File: src/rtl/txDmaPkg.sv
package txDmaPkg;

  typedef enum logic [1:0] {
    RUN_STOPPED   = 2'd0,
    RUN_RUNNING   = 2'd1,
    RUN_SUSPENDED = 2'd2
  } runStateE;

  typedef enum logic [2:0] {
    C_STOP  = 3'd0,
    C_FETCH = 3'd1,
    C_SEND  = 3'd2,
    C_SUSP  = 3'd3,
    C_POLL  = 3'd4
  } ctrlStateE;

  typedef struct packed {
    logic loadBase;
    logic advance;
    logic setUnavail;
  } ptrStrobeT;

endpackage

File: src/rtl/txDmaCtrl.sv
module txDmaCtrl
  import txDmaPkg::*;
(
  input  logic      clk,
  input  logic      rstN,
  input  logic      startBit,
  input  logic      pollDemand,
  input  logic      fetchAck,
  input  logic      fetchOwn,
  input  logic      frameDone,
  output ptrStrobeT strobe,
  output logic      fetchReq,
  output logic      txCmd,
  output logic [1:0] runState
);

  ctrlStateE state, nextState;
  logic everStarted;

  always_ff @(posedge clk or negedge rstN) begin
    if (!rstN) begin
      state       <= C_STOP;
      everStarted <= 1'b0;
    end else begin
      state <= nextState;
      if (state == C_STOP && startBit) everStarted <= 1'b1;
    end
  end

  always_comb begin
    nextState = state;
    strobe    = '0;
    fetchReq  = 1'b0;
    txCmd     = 1'b0;
    unique case (state)
      C_STOP: begin
        if (startBit) begin
          nextState       = C_FETCH;
          strobe.loadBase = !everStarted;
        end
      end
      C_FETCH, C_POLL: begin
        fetchReq = 1'b1;
        if (fetchAck) begin
          if (!fetchOwn) begin
            strobe.setUnavail = 1'b1;
            nextState         = C_SUSP;
          end else if (!startBit) begin
            nextState = C_STOP;
          end else begin
            txCmd          = 1'b1;
            strobe.advance = 1'b1;
            nextState      = C_SEND;
          end
        end
      end
      C_SEND: begin
        if (frameDone) nextState = startBit ? C_FETCH : C_STOP;
      end
      C_SUSP: begin
        if (!startBit)       nextState = C_STOP;
        else if (pollDemand) nextState = C_POLL;
      end
      default: nextState = C_STOP;
    endcase
  end

  always_comb begin
    unique case (state)
      C_FETCH, C_SEND: runState = RUN_RUNNING;
      C_SUSP, C_POLL:  runState = RUN_SUSPENDED;
      default:         runState = RUN_STOPPED;
    endcase
  end

endmodule

File: src/rtl/txDmaPtr.sv
module txDmaPtr
  import txDmaPkg::*;
#(
  parameter int ADDR_W     = 32,
  parameter int DESC_BYTES = 16
) (
  input  logic              clk,
  input  logic              rstN,
  input  ptrStrobeT         strobe,
  input  logic [ADDR_W-1:0] listBase,
  input  logic              fetchEndRing,
  input  logic              unavailClr,
  output logic [ADDR_W-1:0] curPtr,
  output logic              bufUnavail
);

  localparam logic [ADDR_W-1:0] STRIDE = ADDR_W'(DESC_BYTES);

  logic [ADDR_W-1:0] nextPtr;

  always_comb begin
    nextPtr = curPtr;
    if (strobe.loadBase)     nextPtr = listBase;
    else if (strobe.advance) nextPtr = fetchEndRing ? listBase : curPtr + STRIDE;
  end

  always_ff @(posedge clk or negedge rstN) begin
    if (!rstN) begin
      curPtr     <= '0;
      bufUnavail <= 1'b0;
    end else begin
      curPtr <= nextPtr;
      if (strobe.setUnavail) bufUnavail <= 1'b1;
      else if (unavailClr)   bufUnavail <= 1'b0;
    end
  end

endmodule

File: src/rtl/txDmaRunCtrl.sv
module txDmaRunCtrl
  import txDmaPkg::*;
#(
  parameter int ADDR_W     = 32,
  parameter int DESC_BYTES = 16
) (
  input  logic              clk,
  input  logic              rstN,
  input  logic              startBit,
  input  logic [ADDR_W-1:0] listBase,
  input  logic              pollDemand,
  input  logic              unavailClr,
  output logic              fetchReq,
  output logic [ADDR_W-1:0] fetchAddr,
  input  logic              fetchAck,
  input  logic              fetchOwn,
  input  logic              fetchEndRing,
  output logic              txCmd,
  input  logic              frameDone,
  output logic [1:0]        runState,
  output logic              bufUnavail
);

  ptrStrobeT strobe;

  txDmaCtrl uCtrl (
    .clk        (clk),
    .rstN       (rstN),
    .startBit   (startBit),
    .pollDemand (pollDemand),
    .fetchAck   (fetchAck),
    .fetchOwn   (fetchOwn),
    .frameDone  (frameDone),
    .strobe     (strobe),
    .fetchReq   (fetchReq),
    .txCmd      (txCmd),
    .runState   (runState)
  );

  txDmaPtr #(
    .ADDR_W     (ADDR_W),
    .DESC_BYTES (DESC_BYTES)
  ) uPtr (
    .clk          (clk),
    .rstN         (rstN),
    .strobe       (strobe),
    .listBase     (listBase),
    .fetchEndRing (fetchEndRing),
    .unavailClr   (unavailClr),
    .curPtr       (fetchAddr),
    .bufUnavail   (bufUnavail)
  );

endmodule

File: config.mk
export PLATFORM = sky130hd
export DESIGN_NAME = txDmaRunCtrl
export DESIGN_NICKNAME = d
export VERILOG_FILES = /design/src/rtl/txDmaPkg.sv /design/src/rtl/txDmaCtrl.sv /design/src/rtl/txDmaPtr.sv /design/src/rtl/txDmaRunCtrl.sv
export SDC_FILE = /design/constraint.sdc
export NUM_CORES = 1
export LEC_CHECK = 0
export BUFFER_PORTS_ARGS = -buffer_cell sky130_fd_sc_hd__buf_2
export CORE_MARGIN = 2
export CORE_UTILIZATION = 54
export DETAILED_ROUTE_END_ITERATION = 10
export PLACE_DENSITY = 0.95
export SETUP_SLACK_MARGIN = 0.02
export SYNTH_ARGS = -nofsm -noshare
export SYNTH_HDL_FRONTEND = slang
export SYNTH_SLANG_ARGS = --single-unit
File: constraint.sdc
create_clock -name clk -period 5.9 [get_ports clk]
set_input_delay 0.59 -clock clk [delete_from_list [all_inputs] [get_ports clk]]
set_output_delay 0.59 -clock clk [all_outputs]
set_load 0.1 [all_outputs]
==> results.md, run 1 <==
- Required time worst endpoint: 5310 ps
- Min Clock Period, post-route: 2806 ps
- Synth async-reset ratio: 1.000
- Detail Route Antenna Nets: 0
- Final Setup Violations: 0
- Slew margin rel.: 0.4420
- Top post-synthesis cells by area: dfrtp_1, nand2_1, a21oi_1, o21ai_0, nor2_1
- Post-synth top cells: nand2_1, dfrtp_1, a21oi_1, o21ai_0, nor2_1
- Iteration-0 DRC Markers: 273
- Synth Flop Type: dfrtp_1
- CTS tree: built
- Crit share post-route: 0.4756
- Root buffer cell: clkbuf_8
- DR vias: 2446
- Yosys cell types: 53
- Core Region: 4058 µm²
- Final Skew: 7.456 ps
- Post-Layout Inst Area: 2799 µm²
- Post-Synthesis Cells: 281
- Top-count cell post-synth: nand2_1
- CP Buf/Inv Count: 2
- Actual slew at the worst max-slew pin: 837.0 ps
- First-pass GRT wire length: 10530 µm
- Effective utilization at floorplan: 0.5729
- H-tree level count: 2
- Net count, final: 393
- GR peak layer: met2
- Setup TNS: 0 ps
- Syn_nets: 323
- Die X: 69.61 µm
- Total clock sinks: 37
- Synth Warn #: 0
- Placed Area: 2713 µm²
- Post-synth EDFFs: 0
- Yosys reg bits: 37
- Fmax: 0.3563 GHz
- Setup crit end kind: primary output
- Post-DP HPWL: 4519 µm
- Antenna Cells: 0
- Avg WL per Cell: 15.46 µm
- I/O Pins: 78
- Seq/Total Area, Yosys: 0.3983
- Met1 Use GR: 0.3544
- Clock-pin slew on the worst setup and hold paths: 70 ps
- Crit path max-delay family: buffers and inverters
- Vias in the first global route: 2238
- Largest net degree at the start of global routing: 38
- CP Data Arrival Time: 2220 ps
- Crit-path max FO: 13
- Slowest CP cell: dfrtp_1
- Global-route usage over all layers: 0.2668
- Area Growth Syn to Fin: 20.40%
- Largest area contributor in the netlist: dfrtp_1
- Total Routed Length: 6200 µm
- Max-slew violation count: 0
- Met3 Use GR: 0.05378
- Die area: 4846 µm²
- RSZ-0062 raised after global routing: no
- Cts repair resizes: 0
- Max cap viols: 0
- Die H: 69.61 µm
- CTS Buf Count: 5
- PortBufs: 77
- Hold Crit Class: in -> async
- Syn_area_per_cell: 8.273 µm²
- Crit Path Class: reg -> out
- Max incr delay on CP: 630 ps
- Residual DRC: 0
- Flop2flop setup slack: 3310 ps
- GR Layer Usage met2: 0.4274
- GPL Wtd Cong: 0.8639
- R2R Path End: uPtr.curPtr[25]$_DFFE_PN0P_
- Post-Syn Area: 2325 µm²
- Final Hold Vio Count: 0
- Area fraction of the dominant cell type after synthesis: 0.3983
- Max clock buf depth: 2
- Critical path cell sequence: xor2_1, nand2_1, inv_1, buf_2
- DRT Pass-1 Iters: 5
- Via density: 6.100
- Fin util: 0.6898
- Reg2reg start: uCtrl.state[0]$_DFFE_PN0P_
- GRT overflow: 0
- Reg2Reg Depth: 6
- Status: complete, no violations
- Core Rows: 23
- Hold-fix buffer count after cts: 0
- Crit path launch type: register
- Initial antenna violation count: 0
- Layout cells sized above 1: 0.2764
- Post-CTS Setup Repair Bufs: 0
- Clk_lat worst skew: 290 ps
## metrics by stage
| stage | std cells | worst slack (ps) | hold WS (ps) |
|---|---|---|---|
| floorplan | 281 | 2364 | 294.4 |
| global placement | 394 | 3448 | 449.3 |
| detailed placement | 394 | 3396 | 455.5 |
| CTS | 401 | 3091 | 427.1 |
| global route | 401 | 2901 | 472.5 |
| finish | 401 | 3094 | 394.6 |
## routing by layer
layer	part of all wire	vias to the layer above
li1	-	1166
met1	0.42	1135
met2	0.47	127
met3	0.080	18
met4	0.024	0
met5	0	-
## placed cells by master (no fill, tap or decap), drive strengths merged, types with 4 or more instances in the layout
| cell type | n |
|---|---|
| buf | 79 |
| nand2 | 48 |
| dfrtp | 37 |
| a21oi | 29 |
| o21ai | 22 |
| nor2 | 20 |
| nand3 | 14 |
| inv | 10 |
| clkbuf | 7 |
| xnor2 | 6 |
| nand4 | 6 |
| mux2i | 5 |
| nor4 | 5 |
| or4 | 5 |
| and4 | 5 |
| nor3 | 4 |
## registers in the layout, indices dropped and copies added (netlist names)
signal and flops:
uPtr.curPtr 32, uCtrl.state 3, uCtrl.everStarted 1, uPtr.bufUnavail 1
## cell type report
| type | instances | area (µm²) |
|---|---|---|
| flip-flops and latches | 37 | 925.9 |
| repair buffers | 79 | 400.4 |
| multi-input cells | 218 | 1286 |
| well taps | 50 | 62.56 |
| clock buffers | 7 | 86.33 |
| fillers | 352 | 1259 |
| inverters | 10 | 37.54 |
## worst reg2reg max path: cells and delay by family, from the launching register on
kind | cells | cell delay (ps)
flops | 1 | 630
buf+inv | 1 | 320
xor+xnor | 1 | 310
compound gates | 2 | 850
simple gates | 2 | 390
## worst max-delay path by stage
| stage | end | slack [ps] | cells past startpoint | start |
|---|---|---|---|---|
| 6_report | txCmd | 3090 | 4 | uCtrl.state[0]$_DFFE_PN0P_ |
| 5_1_grt | txCmd | 2900 | 4 | uCtrl.state[0]$_DFFE_PN0P_ |
| 4_1_cts | txCmd | 3090 | 4 | uCtrl.state[0]$_DFFE_PN0P_ |
| 3_5_place_dp | uPtr.curPtr[25]$_DFFE_PN0P_ | 3400 | 7 | startBit |
| 3_3_place_gp | uPtr.curPtr[25]$_DFFE_PN0P_ | 3450 | 7 | startBit |
| 2_1_floorplan | runState[1] | 2360 | 3 | uCtrl.state[0]$_DFFE_PN0P_ |
## logic make-up (layout without fill, tap and decap cells)
logic type      after synthesis  in the layout  share of synthesized area
mux                           5              5                    0.02153
fa+ha+maj                     1              1                   0.005381
flops                        37             37                     0.3983
buf+inv                      26             96                    0.05005
compound gates               78             78                     0.2115
xor+xnor                      8              8                    0.03014
simple gates                126            126                     0.2831
Power of run 1 is not shown: default switching activity piles up to over one toggle a cycle in this logic, so the estimate is an artifact.
==> run 2, diff against run 1 <==
Settings changed: CORE_UTILIZATION 54 to 46, PLACE_DENSITY 0.95 to 0.88.
Clock period 5.9 ns to 2.5 ns, I/O delays scaled along.
==> run 2 against run 1 <==
Non-clock buffer count increased by 4. Via count increased by 1.3%. Critical path depth unchanged. Count of clock-buffer cells in the layout decreased by 1. Register-to-register slack got worse by 3000 ps. First-iteration DRC count decreased by 13%. Cell area increased by 3.4%. Die area increased by 16%. Sequential cell count unchanged. Utilization decreased by 8.5 points. Global-route usage decreased by 2.1 points. Sequential share of layout area decreased by 0.71 points. Critical path type unchanged.
==> results.md, run 2 (synthesis results as in run 1) <==
- Status: complete, no violations
- Max FFs per register: 32 (unchanged)
- Avg WL per Cell: 15.55 µm (+0.58%)
- DR vias: 2477 (+1.3%)
- Max incr delay on CP: 630 ps (about the same)
- Slowest CP cell: dfrtp_1
- Effective utilization at floorplan: 0.4858 (-0.08717)
- Via density: 5.856 (-4.0%)
- Crit-path max FO: 13 (unchanged)
- Setup TNS: 0 ps (unchanged)
- Die area: 5639 µm² (+16%)
- Largest net degree at the start of global routing: 38 (unchanged)
- Final Hold Vio Count: 0 (unchanged)
- I/O Pins: 78 (unchanged)
- Root buffer cell: clkbuf_8
- GRT overflow: 0 (unchanged)
- Crit path from: uCtrl.state[0]$_DFFE_PN0P_
- R2R Path End: uPtr.curPtr[24]$_DFFE_PN0P_
- Iteration-0 DRC Markers: 238 (-13%)
- CTS tree: built
- Die X: 75.09 µm (+7.9%)
- Clk_lat worst skew: 300 ps (about the same)
- Hold Crit Class: in -> async
- Area Growth Syn to Fin: 24.54%
- Post-DP HPWL: 4706 µm (+4.1%)
- Min Clock Period, post-route: 2274 ps
- Crit path launch type: register
- Commonest non-fill, non-tap cell in the layout: buf_2
- Initial antenna violation count: 0 (unchanged)
- Crit Path Class: reg -> out
- Fmax: 0.4397 GHz
- Top flop regs: uPtr.curPtr x32, uCtrl.state x3
- Core Rows: 25 (+8.7%)
- Final Setup Violations: 0 (unchanged)
- CTS Buf Count: 5 (unchanged)
- Max clock buf depth: 2 (unchanged)
- Global-route usage over all layers: 0.2462 (-0.02059)
- Required time worst endpoint: 2250 ps (-3060 ps)
- Layout fillers: 440 (+25%)
- PortBufs: 77 (unchanged)
- DRT Pass-1 Iters: 5 (unchanged)
- Final Skew: 10.27 ps (+2.817 ps)
- Residual DRC: 0 (unchanged)
- Total Routed Length: 6578 µm (+6.1%)
- First-pass GRT wire length: 10610 µm (+0.79%)
- Actual slew at the worst max-slew pin: 843.1 ps (+6.127 ps)
- Reg2reg start: uPtr.curPtr[4]$_DFFE_PN0P_
- Clock-pin slew on the worst setup and hold paths: 90 ps (+20 ps)
- Most frequent cells in the layout: buf_2, nand2_1, a21oi_1, dfrtp_1
- Vias in the first global route: 2251 (+0.58%)
- Slew margin rel.: 0.4379 (-0.004085)
- Detail Route Antenna Nets: 0 (unchanged)
- Antenna Cells: 0 (unchanged)
- Flop2flop setup slack: 330 ps (-2980 ps)
- Post-CTS Setup Repair Bufs: 0 (unchanged)
- Crit share post-route: 0.9097
- Core Region: 4786 µm² (+18%)
- Total clock sinks: 37 (unchanged)
- Critical path cell sequence: xor2_1, nand2_1, inv_1, buf_2
- CP Data Arrival Time: 2020 ps (-200 ps)
- Layout cells sized above 1: 0.3146 (+0.03825)
- Reg2Reg Depth: 6 (unchanged)
- Max-slew violation count: 0 (unchanged)
- Net count, final: 397 (+1.0%)
- H-tree level count: 2 (unchanged)
- Cts repair resizes: 0 (unchanged)
- Die H: 75.09 µm (+7.9%)
- GPL Wtd Cong: 0.8628 (-0.13%)
- Multi-input logic area: 1286 µm² (unchanged)
- RSZ-0062 raised after global routing: no
- Max cap viols: 0 (unchanged)
- Hold-fix buffer count after cts: 0 (unchanged)
- FF/Latch Area: 937.1 µm² (+1.2%)
- Biggest register: uPtr.curPtr
- Setup crit end kind: primary output
[run 2: changes by cell type in the layout (fill, tap and decap cells not counted)]
cell | previous run | this run
clkinvlp_4 | 0 | 1
o21ai_0 | 21 | 20
o21ai_1 | 1 | 2
buf_4 | 2 | 6
dfrtp_2 | 0 | 9
bufinv_16 | 0 | 1
clkbuf_1 | 1 | 0
dfrtp_1 | 37 | 28
[run 2: routing by layer]
metal	global-route usage	vias up	wire length (µm)
met4	0.06944	0	143
met3	0.05489	21	472
li1	-	1177	-
met5	0	-	0
met1	0.3280	1171	2835
met2	0.4035	108	3127
[run 2: worst max-delay path by stage]
stage / to / slack, ps / cells after the start
2_1_floorplan: uPtr.curPtr[24]$_DFFE_PN0P_ / 40 / 6
3_3_place_gp: uPtr.curPtr[24]$_DFFE_PN0P_ / 410 / 6
3_5_place_dp: uPtr.curPtr[24]$_DFFE_PN0P_ / 350 / 6
4_1_cts: txCmd / 260 / 4
5_1_grt: txCmd / 80 / 4
6_report: txCmd / 230 / 4
[run 2: final cells by class]
cell class                 instances  share of cell area
sequential                        37              0.3237
clock inverter                     2             0.01296
clock buffer                       6             0.02852
inverter                          10             0.01296
tap                               67             0.02895
timing repair buffer              83              0.1487
multi-input combinational        218              0.4443
[run 2: worst max-delay path, delay by kind of cell, from the launching register on]
family        cells  cell delay (ps)
simple gates      1              120
xor+xnor          1              310
buf+inv           2              650
flops             1              630
[run 2: per-stage QoR]
stage                     cell area (µm²)  worst slack, ps  cells  utilization  hold slack, ps
after floorplan                      2336            38.62    281            -          -45.59
after global placement               2775            409.2    415       0.5799           405.5
after detailed placement             2775            348.8    415       0.5799           400.5
after CTS                            2895            257.6    423       0.6050           77.11
after global routing                 2895            84.87    423       0.6050           120.9
final                                2895            225.7    423       0.6050           43.48
Power of run 2 is left out for the same reason.
==> run 3, diff against run 2 <==
Settings changed: ABC_AREA set to 1, CORE_UTILIZATION 46 to 48.
==> run 3 against run 2 <==
Worst hold slack worse by 1.6 ps. Cell area is 15% higher. Clock skew is 2.9 ps lower. Maximum frequency is 18% higher. Non-clock buffer count is 6 lower. Utilization is 1.0 points lower. Die area is 15% higher. Sequential cell count stayed put. Setup slack better by 340 ps. Area after synthesis is 21% higher. First-iteration DRC count is 24% lower. Count of clock-buffer cells in the layout stayed put. Highest routed layer unchanged.
==> results.md, run 3 <==
- Status: complete, no violations
- Max clock buf depth: 2 (unchanged)
- Die area: 6480 µm² (+15%)
- Net count, final: 580 (+46%)
- Synth Warn #: 0 (unchanged)
- CTS tree: built
- DR vias: 3034 (+22%)
- RSZ-0062 raised after global routing: no
- Residual DRC: 0 (unchanged)
- Top-count cell post-synth: nand2_1
- Avg WL per Cell: 11.96 µm (-23%)
- Core Rows: 27 (+8.0%)
- Crit path from: uCtrl.state[2]$_DFFE_PN0P_
- Final Setup Violations: 0 (unchanged)
- Crit path launch type: register
- Post-synth top cells: nand2_1, inv_1, nand3_1, nor2_1, dfrtp_1
- PortBufs: 77 (unchanged)
- Crit share post-route: 0.7739 (-0.1359)
- Die X: 80.50 µm (+7.2%)
- Setup crit end kind: primary output
- R2R Path End: uPtr.curPtr[23]$_DFFE_PN0P_
- Final Hold Vio Count: 0 (unchanged)
- Post-DP HPWL: 5429 µm (+15%)
- Max-slew violation count: 0 (unchanged)
- Final Skew: 7.336 ps (-2.937 ps)
- Antenna Cells: 0 (unchanged)
- Synth Area in Simple Gates: 0.4748 (+0.1917)
- Main combinational cell family by area after synthesis: simple AND/OR/NAND/NOR gates
- Commonest non-fill, non-tap cell in the layout: nand2_1
- First-pass GRT wire length: 12090 µm (+14%)
- Core Region: 5574 µm² (+16%)
- Multiplexer area fraction after synthesis: 0 (-0.02153)
- Syn_area_per_cell: 6.054 µm² (-27%)
- Place WS: 658.1 ps (+309.3 ps)
- Required time worst endpoint: 2250 ps (about the same)
- Post-synthesis adder-cell area fraction: 0.004454 (-0.0009278)
- Cts repair resizes: 0 (unchanged)
- Largest area contributor in the netlist: dfrtp_1
- Largest net degree at the start of global routing: 39 (+2.6%)
- Setup TNS: 0 ps (unchanged)
- Via density: 4.966 (-15%)
- Total Routed Length: 7309 µm (+11%)
- Top flop regs: uPtr.curPtr x32, uCtrl.state x3
- Fmax: 0.5169 GHz (+18%)
- Reg2Reg Depth: 9 (+3)
- H-tree level count: 2 (unchanged)
- Area Growth Syn to Fin: 18.04%
- Final Worst Setup Slack: 565.4 ps (+339.7 ps)
- GRT overflow: 0 (unchanged)
- Most frequent cells in the layout: nand2_1, buf_2, inv_1
- Hold-fix buffer count after cts: 0 (unchanged)
- I/O Pins: 78 (unchanged)
- Max FFs per register: 32 (unchanged)
- Global-route usage over all layers: 0.2351 (-0.01111)
- Crit-path max FO: 5 (-8)
- Seq/Total Area, Yosys: 0.3296 (-0.06866)
- Max cap viols: 0 (unchanged)
- Synth Area in Compound Gates: 0.03341 (-0.1781)
- Die H: 80.50 µm (+7.2%)
- Slew margin rel.: 0.4468 (+0.008897)
- CP Data Arrival Time: 1680 ps (-340 ps)
- Min Clock Period, post-route: 1935 ps (-339.7 ps)
- Hold Crit Class: in -> async
- Root buffer cell: clkbuf_8
- Iteration-0 DRC Markers: 181 (-24%)
- Layout cells sized above 1: 0.1855 (-0.1291)
- Effective utilization at floorplan: 0.5039 (+0.01818)
- Total clock sinks: 37 (unchanged)
- Post-Synthesis Cells: 464 (+65%)
- Top post-synthesis cells by area: dfrtp_1, nand2_1, nand3_1, inv_1, nor2_1
- DRT Pass-1 Iters: 5 (unchanged)
- Yosys cell types: 26 (-51%)
- Post-synth EDFFs: 0 (unchanged)
- Syn_nets: 506 (+57%)
- Yosys reg bits: 37 (unchanged)
- Actual slew at the worst max-slew pin: 829.8 ps (-13.35 ps)
- Post-CTS Setup Repair Bufs: 0 (unchanged)
- Crit path to: runState[0]
- Flop2flop setup slack: 620 ps (+290 ps)
- Synth async-reset ratio: 1.000 (unchanged)
- Post-Synth XOR/XNOR Area: 0.02494 (-0.005196)
- Synth Flop Type: dfrtp_1
- Biggest register: uPtr.curPtr
- Initial antenna violation count: 0 (unchanged)
- Post-Syn Area: 2809 µm² (+21%)
- Vias in the first global route: 2786 (+24%)
- Clock-pin slew on the worst setup and hold paths: 80 ps (about the same)
- GPL Wtd Cong: 0.9617 (+11%)
- Detail Route Antenna Nets: 0 (unchanged)
- Crit Path Class: reg -> out
- CTS Buf Count: 5 (unchanged)
- Reg2reg start: uCtrl.state[2]$_DFFE_PN0P_
- Clk_lat worst skew: 300 ps (about the same)
- Fin util: 0.5948 (-0.01013)
- Area fraction of the dominant cell type after synthesis: 0.3296 (-0.06866)
-- run 3: stage by stage --
step | hold WS [ps] | cell area, µm² | std cells
4_1_cts | 77.47 | 3316 | 611
6_report | 41.86 | 3316 | 611
3_5_place_dp | 395.9 | 3196 | 603
2_1_floorplan | -45.59 | 2809 | 464
5_1_grt | 106.4 | 3316 | 611
3_3_place_gp | 392.6 | 3196 | 603
-- run 3: final cells by class --
class                      count  area (µm²)
sequential                    37       925.9
clock buffer                   6       82.58
tap                           72       90.09
clock inverter                 2       37.54
timing repair buffer          77       385.4
fill                         559        2258
multi-input combinational    342        1510
inverter                      75       284.0
-- run 3: how the worst min path moves through the flow --
stage | startpoint | end
2_1_floorplan | rstN | uCtrl.everStarted$_DFFE_PN0P_
3_3_place_gp | rstN | uPtr.curPtr[26]$_DFFE_PN0P_
3_5_place_dp | rstN | uPtr.curPtr[27]$_DFFE_PN0P_
4_1_cts | rstN | uPtr.bufUnavail$_DFFE_PN0P_
5_1_grt | rstN | uPtr.bufUnavail$_DFFE_PN0P_
6_report | rstN | uPtr.curPtr[24]$_DFFE_PN0P_
-- run 3: metal layers --
layer,global-route usage,share of wire
met1,0.2961,0.43
met4,0.06780,0.010
met2,0.4083,0.48
met3,0.04382,0.076
met5,0,0
-- run 3: logic make-up (layout without fill, tap and decap cells) --
group / after synthesis / in the layout
compound gates: 18 / 18
fa+ha+maj: 1 / 1
buf+inv: 85 / 160
flops: 37 / 37
simple gates: 315 / 315
xor+xnor: 8 / 8
-- run 3: worst max-delay path, cell delays in order (launching register included) --
cell     delay, ps
dfrtp_1        450
nor3_1         340
inv_1           90
nand2_1         80
buf_2          420
Power of run 3 is left out for the same reason.
